**config.mk**
```make
export PLATFORM = sky130hd
export DESIGN_NAME = hdx_echo_gate
export DESIGN_NICKNAME = d
export VERILOG_FILES = /design/src/rtl/hdx_echo_pkg.sv /design/src/rtl/hdx_hold_timer.sv /design/src/rtl/hdx_rx_gate.sv /design/src/rtl/hdx_echo_gate.sv
export SDC_FILE = /design/constraint.sdc
export NUM_CORES = 1
export LEC_CHECK = 0
export BUFFER_PORTS_ARGS = -buffer_cell sky130_fd_sc_hd__buf_2
export CORE_ASPECT_RATIO = 0.8
export CORE_MARGIN = 2
export CORE_UTILIZATION = 42
export CTS_BUF_LIST = sky130_fd_sc_hd__clkbuf_4
export DETAILED_ROUTE_END_ITERATION = 8
export GPL_TIMING_DRIVEN = 1
export PLACE_DENSITY_LB_ADDON = 0.05
export SKIP_LAST_GASP = 1
export SLEW_MARGIN = 20
export SYNTH_ARGS = -nofsm -noshare
export SYNTH_HDL_FRONTEND = slang
export SYNTH_SLANG_ARGS = --single-unit
```
**constraint.sdc**
```tcl
create_clock -name clk -period 1.8 [get_ports clk]
set_input_delay 0.36 -clock clk [delete_from_list [all_inputs] [get_ports clk]]
set_output_delay 0.36 -clock clk [all_outputs]
set_load 0.02 [all_outputs]
```
**src/rtl/hdx_echo_pkg.sv**
```systemverilog
package hdx_echo_pkg;

  // Width of a counter that must hold values 0..max_val.
  function automatic int unsigned cnt_width(int unsigned max_val);
    int unsigned w;
    w = 1;
    while ((1 << w) <= max_val) w++;
    return w;
  endfunction

  // Largest hold setting for a field of the given width.
  function automatic int unsigned max_units(int unsigned field_w);
    return (1 << field_w) - 1;
  endfunction

  // Number of idle baud ticks that make up the hold window.
  function automatic int unsigned hold_ticks(int unsigned units, int unsigned tpb);
    return units * tpb;
  endfunction

endpackage

```
**src/rtl/hdx_hold_timer.sv**
```systemverilog
module hdx_hold_timer
  import hdx_echo_pkg::*;
#(
  parameter int unsigned HOLD_W        = 4,
  parameter int unsigned TICKS_PER_BIT = 16
) (
  input  logic              clk,
  input  logic              rst_n,
  input  logic              tx_busy,
  input  logic              baud_tick,
  input  logic [HOLD_W-1:0] cfg_hold_units,
  output logic              echo_window
);

  localparam int unsigned MAX_TICKS = hold_ticks(max_units(HOLD_W), TICKS_PER_BIT);
  localparam int unsigned CNT_W     = cnt_width(MAX_TICKS);

  logic [CNT_W-1:0] hold_left;
  logic [CNT_W-1:0] reload_val;
  logic             hold_running;
  logic             idle_tick;
  logic             armed;

  // Named internal events for the assertions below.
  assign reload_val   = CNT_W'(hold_ticks(32'(cfg_hold_units), TICKS_PER_BIT));
  assign hold_running = (hold_left != '0);
  assign idle_tick    = baud_tick && !tx_busy && hold_running;

  always_ff @(posedge clk or negedge rst_n) begin
    if (!rst_n) begin
      hold_left <= '0;
    end else if (tx_busy) begin
      hold_left <= reload_val;
    end else if (idle_tick) begin
      hold_left <= hold_left - 1'b1;
    end
  end

  always_ff @(posedge clk or negedge rst_n) begin
    if (!rst_n) armed <= 1'b0;
    else        armed <= 1'b1;
  end

  assign echo_window = tx_busy || hold_running;

  // the window cannot close without an idle tick while the line stays quiet.
  p_window_needs_tick_r3: assert property (@(posedge clk) disable iff (!rst_n)
    (echo_window && !tx_busy && !baud_tick) |=> echo_window);

  // at the end of transmission the full window is loaded, whatever came before.
  p_full_reload_r6: assert property (@(posedge clk) disable iff (!rst_n)
    (armed && $fell(tx_busy)) |->
      (hold_left == CNT_W'($past(cfg_hold_units)) * CNT_W'(TICKS_PER_BIT)));

  // an idle tick removes exactly one tick from the window.
  p_single_step_r3: assert property (@(posedge clk) disable iff (!rst_n)
    (idle_tick) |=> (tx_busy || hold_left == $past(hold_left) - 1'b1));

endmodule

```
**src/rtl/hdx_rx_gate.sv**
```systemverilog
module hdx_rx_gate #(
  parameter int unsigned DATA_W = 8
) (
  input  logic              clk,
  input  logic              rst_n,
  input  logic              suppress_en,
  input  logic              echo_window,
  input  logic              rx_valid,
  input  logic [DATA_W-1:0] rx_data,
  output logic              wr_en,
  output logic [DATA_W-1:0] wr_data
);

  logic blank_now;
  logic accept_evt;
  logic drop_evt;

  // Decision made in the cycle the stop-bit strobe arrives.
  assign blank_now  = suppress_en && echo_window;
  assign accept_evt = rx_valid && !blank_now;
  assign drop_evt   = rx_valid && blank_now;

  always_ff @(posedge clk or negedge rst_n) begin
    if (!rst_n) begin
      wr_en   <= 1'b0;
      wr_data <= '0;
    end else begin
      wr_en <= accept_evt;
      if (accept_evt) wr_data <= rx_data;
    end
  end

  // a blanked character never reaches the FIFO.
  p_drop_blank_r4: assert property (@(posedge clk) disable iff (!rst_n)
    drop_evt |=> !wr_en);

  // an accepted character is written one cycle later with its data.
  p_pass_clear_r5: assert property (@(posedge clk) disable iff (!rst_n)
    (rx_valid && !echo_window) |=> (wr_en && wr_data == $past(rx_data)));

  // with suppression off everything passes.
  p_pass_disabled_r7: assert property (@(posedge clk) disable iff (!rst_n)
    (rx_valid && !suppress_en) |=> (wr_en && wr_data == $past(rx_data)));

  // no write without a character in the previous cycle.
  p_no_spurious_r8: assert property (@(posedge clk) disable iff (!rst_n)
    !rx_valid |=> !wr_en);

endmodule

```
**src/rtl/hdx_echo_gate.sv**
```systemverilog
module hdx_echo_gate
  import hdx_echo_pkg::*;
#(
  parameter int unsigned DATA_W        = 8,
  parameter int unsigned HOLD_W        = 4,
  parameter int unsigned TICKS_PER_BIT = 16
) (
  input  logic              clk,
  input  logic              rst_n,
  input  logic              cfg_suppress_en,
  input  logic [HOLD_W-1:0] cfg_hold_units,
  input  logic              tx_busy,
  input  logic              baud_tick,
  input  logic              rx_char_valid,
  input  logic [DATA_W-1:0] rx_char_data,
  output logic              fifo_wr_en,
  output logic [DATA_W-1:0] fifo_wr_data,
  output logic              echo_window
);

  logic window_w;

  hdx_hold_timer #(
    .HOLD_W        (HOLD_W),
    .TICKS_PER_BIT (TICKS_PER_BIT)
  ) hold_i (
    .clk            (clk),
    .rst_n          (rst_n),
    .tx_busy        (tx_busy),
    .baud_tick      (baud_tick),
    .cfg_hold_units (cfg_hold_units),
    .echo_window    (window_w)
  );

  hdx_rx_gate #(
    .DATA_W (DATA_W)
  ) gate_i (
    .clk         (clk),
    .rst_n       (rst_n),
    .suppress_en (cfg_suppress_en),
    .echo_window (window_w),
    .rx_valid    (rx_char_valid),
    .rx_data     (rx_char_data),
    .wr_en       (fifo_wr_en),
    .wr_data     (fifo_wr_data)
  );

  assign echo_window = window_w;

  // with suppression on, characters arriving during transmission are dropped.
  p_drop_busy_r2: assert property (@(posedge clk) disable iff (!rst_n)
    (rx_char_valid && cfg_suppress_en && tx_busy) |=> !fifo_wr_en);

  // transmission always marks the line as echo-prone.
  p_busy_window_r3: assert property (@(posedge clk) disable iff (!rst_n)
    tx_busy |-> echo_window);

endmodule

```
Word-level counts from Yosys, hierarchy flattened
Cells that the tools add are included.

word-level totals
  flip-flop bits (word level) = 17
  bits of input ports = 18
  output and inout bits = 10

cells by class
  $add $sub $neg = 1
  multiplexer cells = 2
  reductions and logical operators = 9

operator list
  operator                                           number
  two-way mux 8 bit                                  2
  nonzero test 8 bit                                 1
  subtractor 8 x 1 -> 8 bit (second input constant)  1
  logical AND 1 bit                                  4
  zero test 1 bit                                    2
  nonzero test 2 bit                                 1
  logical OR 1 bit                                   1

Depth between registers and ports, before layout
  depth after elaboration = 5
  gate-level depth with buffers = 6
  depth with buffers taken out = 5

Hierarchy
A second synthesis with hierarchy kept.

second synthesis, totals
  cells, all modules = 76
  area, all modules = 832.0 µm²

modules (own cells, without submodules)
  module          times used  cells an instance  area each (µm²)  sequential area each (µm²)
  hdx_hold_timer  1           58                 498.0            200.2
  hdx_rx_gate     1           18                 334.1            225.2

Worst setup path before layout
No wires, ideal clock.

  path kind = reg2out
  from = reg hold_i.hold_left[0]
  to = out echo_window
  data arrival time = 1711 ps
  data required time = 1440 ps
  setup slack = -271 ps
  cell stages (with the launch flop) = 6
  path buffers = 1
  cells stage by stage = dfrtp_1 -> inv_1 -> ha_1 -> or4b_4 -> buf_6 -> or3_1

on the way
  cells in the longest elaborated chain, start to end = 2

RTL lines
  element                 line                  source
  from (decl)             hdx_hold_timer.sv:18  logic [CNT_W-1:0] hold_left;
  from (signal assigned)  hdx_hold_timer.sv:33  hold_left <= reload_val;
  from (signal assigned)  hdx_hold_timer.sv:35  hold_left <= hold_left - 1'b1;
  nonzero test 8 bit      hdx_hold_timer.sv:26  assign hold_running = (hold_left != '0);
  logical OR 1 bit        hdx_hold_timer.sv:44  assign echo_window = tx_busy || hold_running;
  to (decl)               hdx_echo_gate.sv:18   output logic echo_window

Every way passes these cells.

Worst setup path in the final report
Ends and elaborated chain as after synthesis.

==> summary.md <==
| Metric | Value |
|---|---|
| Sequential cell area | 425 um^2 |
| Layout area overhead | 44.5% |
| ANT cells | 0 |
| Top cell type's share of synthesized area | between 40% and 50% |
| Fin crit share | 122% |
| Flops & latches, synth | 17 |
| VDD IR-drop max | 0.546 mV |
| Rel. slew slack | 72.5% |
| Syn avg cell area | 9.49 um^2 |
| Syn Nets | about 120 |
| Max_cap viols | 0 |
| FILL cells | 192 |
| Final HPWL DP | 1820 um |
| Non-filler cells, final | 180 |
| Hold path depth | 2 |
| Latest clock arrival within the worst-skew pair | 0.29 ns |
| Failing checks | setup timing |
| Post-synthesis cell count | 104 |
| Crit-path max FO | 2 |
| CORE AREA | 2200 um^2 |
| DR iter-0 viols | 17 |
| Most common cell in the synthesized netlist | dfrtp_1 |
| Routed Antenna Nets | 0 |
| Vias in the first global route | 944 |
| Slowest CP cell | or4b_4 |
| Wire per inst | 14.6 um |
| Critical path's largest stage delay | 0.46 ns |
| Drt pass-1 iters | 4 |
| Slew Viols, Final | 0 |
| Via Count | 987 |
| Multi-input logic area | approximately 570 um^2 |
| # placed instances | 168 |
| Leakage power | between 0.6 and 0.7 nW |
| Rows | 15 |
| Die X | between 50 and 60 um |
| Largest net degree at the start of global routing | 18 |
| H-Tree Depth | 1 |
| Critical path type | register to output pin |
| Crit-path cells | inv_2 > ha_4 > or4b_4 > or3_4 > buf_6 |
| Initial antenna violation count | 0 |
| Worst-case clock skew | 0.00109 ns |
| Gr usage total | 21.6% |
| Critical Path End Type | output pin |
| Async SR Flop Fraction | 100% |
| Final Cell Area | ~1400 um^2 |
| HP Class | input port to register |
| Worst EP required | 1.44 ns |
| Total Power | 0.00113 W |
| Final nets | 176 |
| Pwr dens | 790 nW/um^2 |
| Reg2reg path depth | 8 |
| Placed cell areas | 1270 um^2 |
| RSZ-0062 raised after global routing | yes |
| Synth area leader | dfrtp_1 |
| Die height | 47.4 um |
| Share of cells above drive strength 1 | roughly 45% |
| Worst Path Arrival | 1.84 ns |
| Final setup viols | 14 |
| Slew @ Worst Pin | 0.412 ns |
| Cell Area, Synth | 987 um^2 |
| Post-route minimum period | 2.20 ns |
| Final WL | 2620 um |
| Bufs on Longest Clock Path | 2 |
| Synth cell count leaders | dfrtp_1 (17), nand2_1 (12), o211ai_1 (9), nand2b_1 (8), o311ai_0 (8) |
| DRC errors left | 0 |
| Clock slew seen by the registers of the worst setup and hold paths | 0.10 ns |
| Root buffer cell | clkbuf_4 |
| DR vias/cell | 5.48 |
| Synth Warn # | 0 |
| Placer Congestion | 0.830 |
| Startpoint class of the critical path | register |
| CTS tree | yes |
| Fin. Hold Viols | 0 |
| Seq/Total Area, Yosys | 43.1% |
| Die area | roughly 2800 um^2 |
| CTS buffer count | 3 |
| EDFF count, synth | 0 |
| GRT overflow | 0 |
| Synth area leaders | dfrtp_1 (43%), o311ai_0 (7.1%), o211ai_1 (6.8%) |
| Port Buffers | 27 |
| Most used DFF post-synth | dfrtp_1 |
| Global-route wire length before repair | 4350 um |
| Max frequency | 454 MHz |
| Outcome | finished, violations left |
| Clock sinks | 17 |
| Num ports | 28 |
| Starting Density | 45.0% |
| Final setup margin | -0.401 ns |
| Post-synth cell types | 31 |
[kinds of logic after synthesis]
logic type	synth area share (%)
AO/OA/AOI/OAI	24.7
adder cells (fa/ha/maj)	2.53
buffers and inverters	6.46
flip-flops	43.1
multiplexers	1.14
AND/OR/NAND/NOR	22.1
[through the flow]
step / setup TNS [ns] / hold WS (ns) / setup WS [ns] / util (%)
3_3_place_gp: -1.16 / 0.307 / -0.152 / 57.9
5_1_grt: -3.87 / 0.291 / -0.463 / 65.0
4_1_cts: -3.88 / 0.282 / -0.408 / 63.7
6_report: -2.88 / 0.290 / -0.401 / 65.0
2_1_floorplan: -0.145 / 0.0644 / -0.145 / -
3_5_place_dp: -1.48 / 0.313 / -0.159 / 57.9
[power breakdown]
| group | switching, W | internal (W) |
|---|---|---|
| clock | 0.000121 | 0.000101 |
| combinational | 0.000226 | 0.000205 |
| sequential | 0.0000404 | 0.000434 |
[path summary, 6_finish.rpt]
path / start / to / slack [ns]
hold reg to reg: gate_i.wr_data[5] / gate_i.wr_data[5] / 0.54
hold / removal: cfg_hold_units[2] / hold_i.hold_left[6] / 0.29
setup reg to reg: hold_i.hold_left[0] / gate_i.wr_data[7] / -0.27
min in group asynchronous: rst_n / gate_i.wr_en / 0.52
setup / recovery: hold_i.hold_left[0] / echo_window / -0.40
max in group asynchronous: rst_n / hold_i.hold_left[6] / 0.99
[worst max-delay path, delay by kind of cell, from the launching register on]
family | cells | cell delay (ns)
adder cells (fa/ha/maj) | 1 | 0.12
AND/OR/NAND/NOR | 2 | 0.81
buffers and inverters | 2 | 0.22
flip-flops | 1 | 0.40
[per-layer routing]
layer  GRT usage [%]  vias to the layer above  wire length, um
li1                -                      505                -
met3            5.79                        2              120
met2            33.2                       22             1110
met4            6.05                        0               21
met5               0                        -                0
met1            30.4                      458             1370
[state kept, by name (all words and copies together), names as in the netlist]
| signal | cells |
|---|---|
| gate_i.wr_en | 1 |
| hold_i.hold_left | 8 |
| gate_i.wr_data | 8 |
[placed cells by master, fill, tap and decap left out]
master | Yosys | final
a211o_1 | 1 | 1
a211oi_2 | 0 | 1
a21oi_1 | 2 | 2
a221o_1 | 1 | 1
a31oi_1 | 2 | 2
buf_2 | 0 | 26
buf_4 | 0 | 23
buf_6 | 2 | 3
clkbuf_4 | 0 | 4
dfrtp_1 | 17 | 17
dlygate4sd3_1 | 0 | 1
ha_1 | 2 | 1
ha_4 | 0 | 1
inv_1 | 6 | 4
inv_2 | 0 | 2
mux2_4 | 0 | 1
nand2_1 | 12 | 12
nand2b_1 | 8 | 8
nand3_1 | 2 | 2
nand4_1 | 1 | 1
nor2_1 | 5 | 5
nor2b_1 | 1 | 1
nor3_1 | 3 | 3
nor4_1 | 1 | 1
nor4b_1 | 2 | 2
o2111ai_2 | 0 | 1
o211a_1 | 1 | 1
o211ai_1 | 9 | 9
o21ai_4 | 0 | 1
o311a_1 | 1 | 1
o311ai_1 | 0 | 6
o311ai_2 | 0 | 2
o31a_1 | 1 | 2
o31ai_1 | 2 | 2
or3_1 | 3 | 1
or3_4 | 0 | 2
or4b_2 | 1 | 1
or4b_4 | 1 | 1
[timing repair]
| action | CTS | global route |
|---|---|---|
| hold endpoints to repair | 17 | 0 |
| gates resized for setup | 18 | 5 |
| endpoints found under the setup margin | 11 | 16 |
| hold buffers | 1 | 0 |
| gates cloned | 1 | 0 |
| buffers inserted | 5 | 3 |
| pin swaps | 9 | 7 |
[cell type report]
cell class                 instances  share of cell area [%]
sequential                        17                    29.8
timing repair buffer              53                    24.3
inverter                           6                    1.58
multi-input combinational         75                    40.0
tap                               25                    2.19
clock buffer                       4                    2.11
No activity file was read; power rests on OpenSTA's default activity.
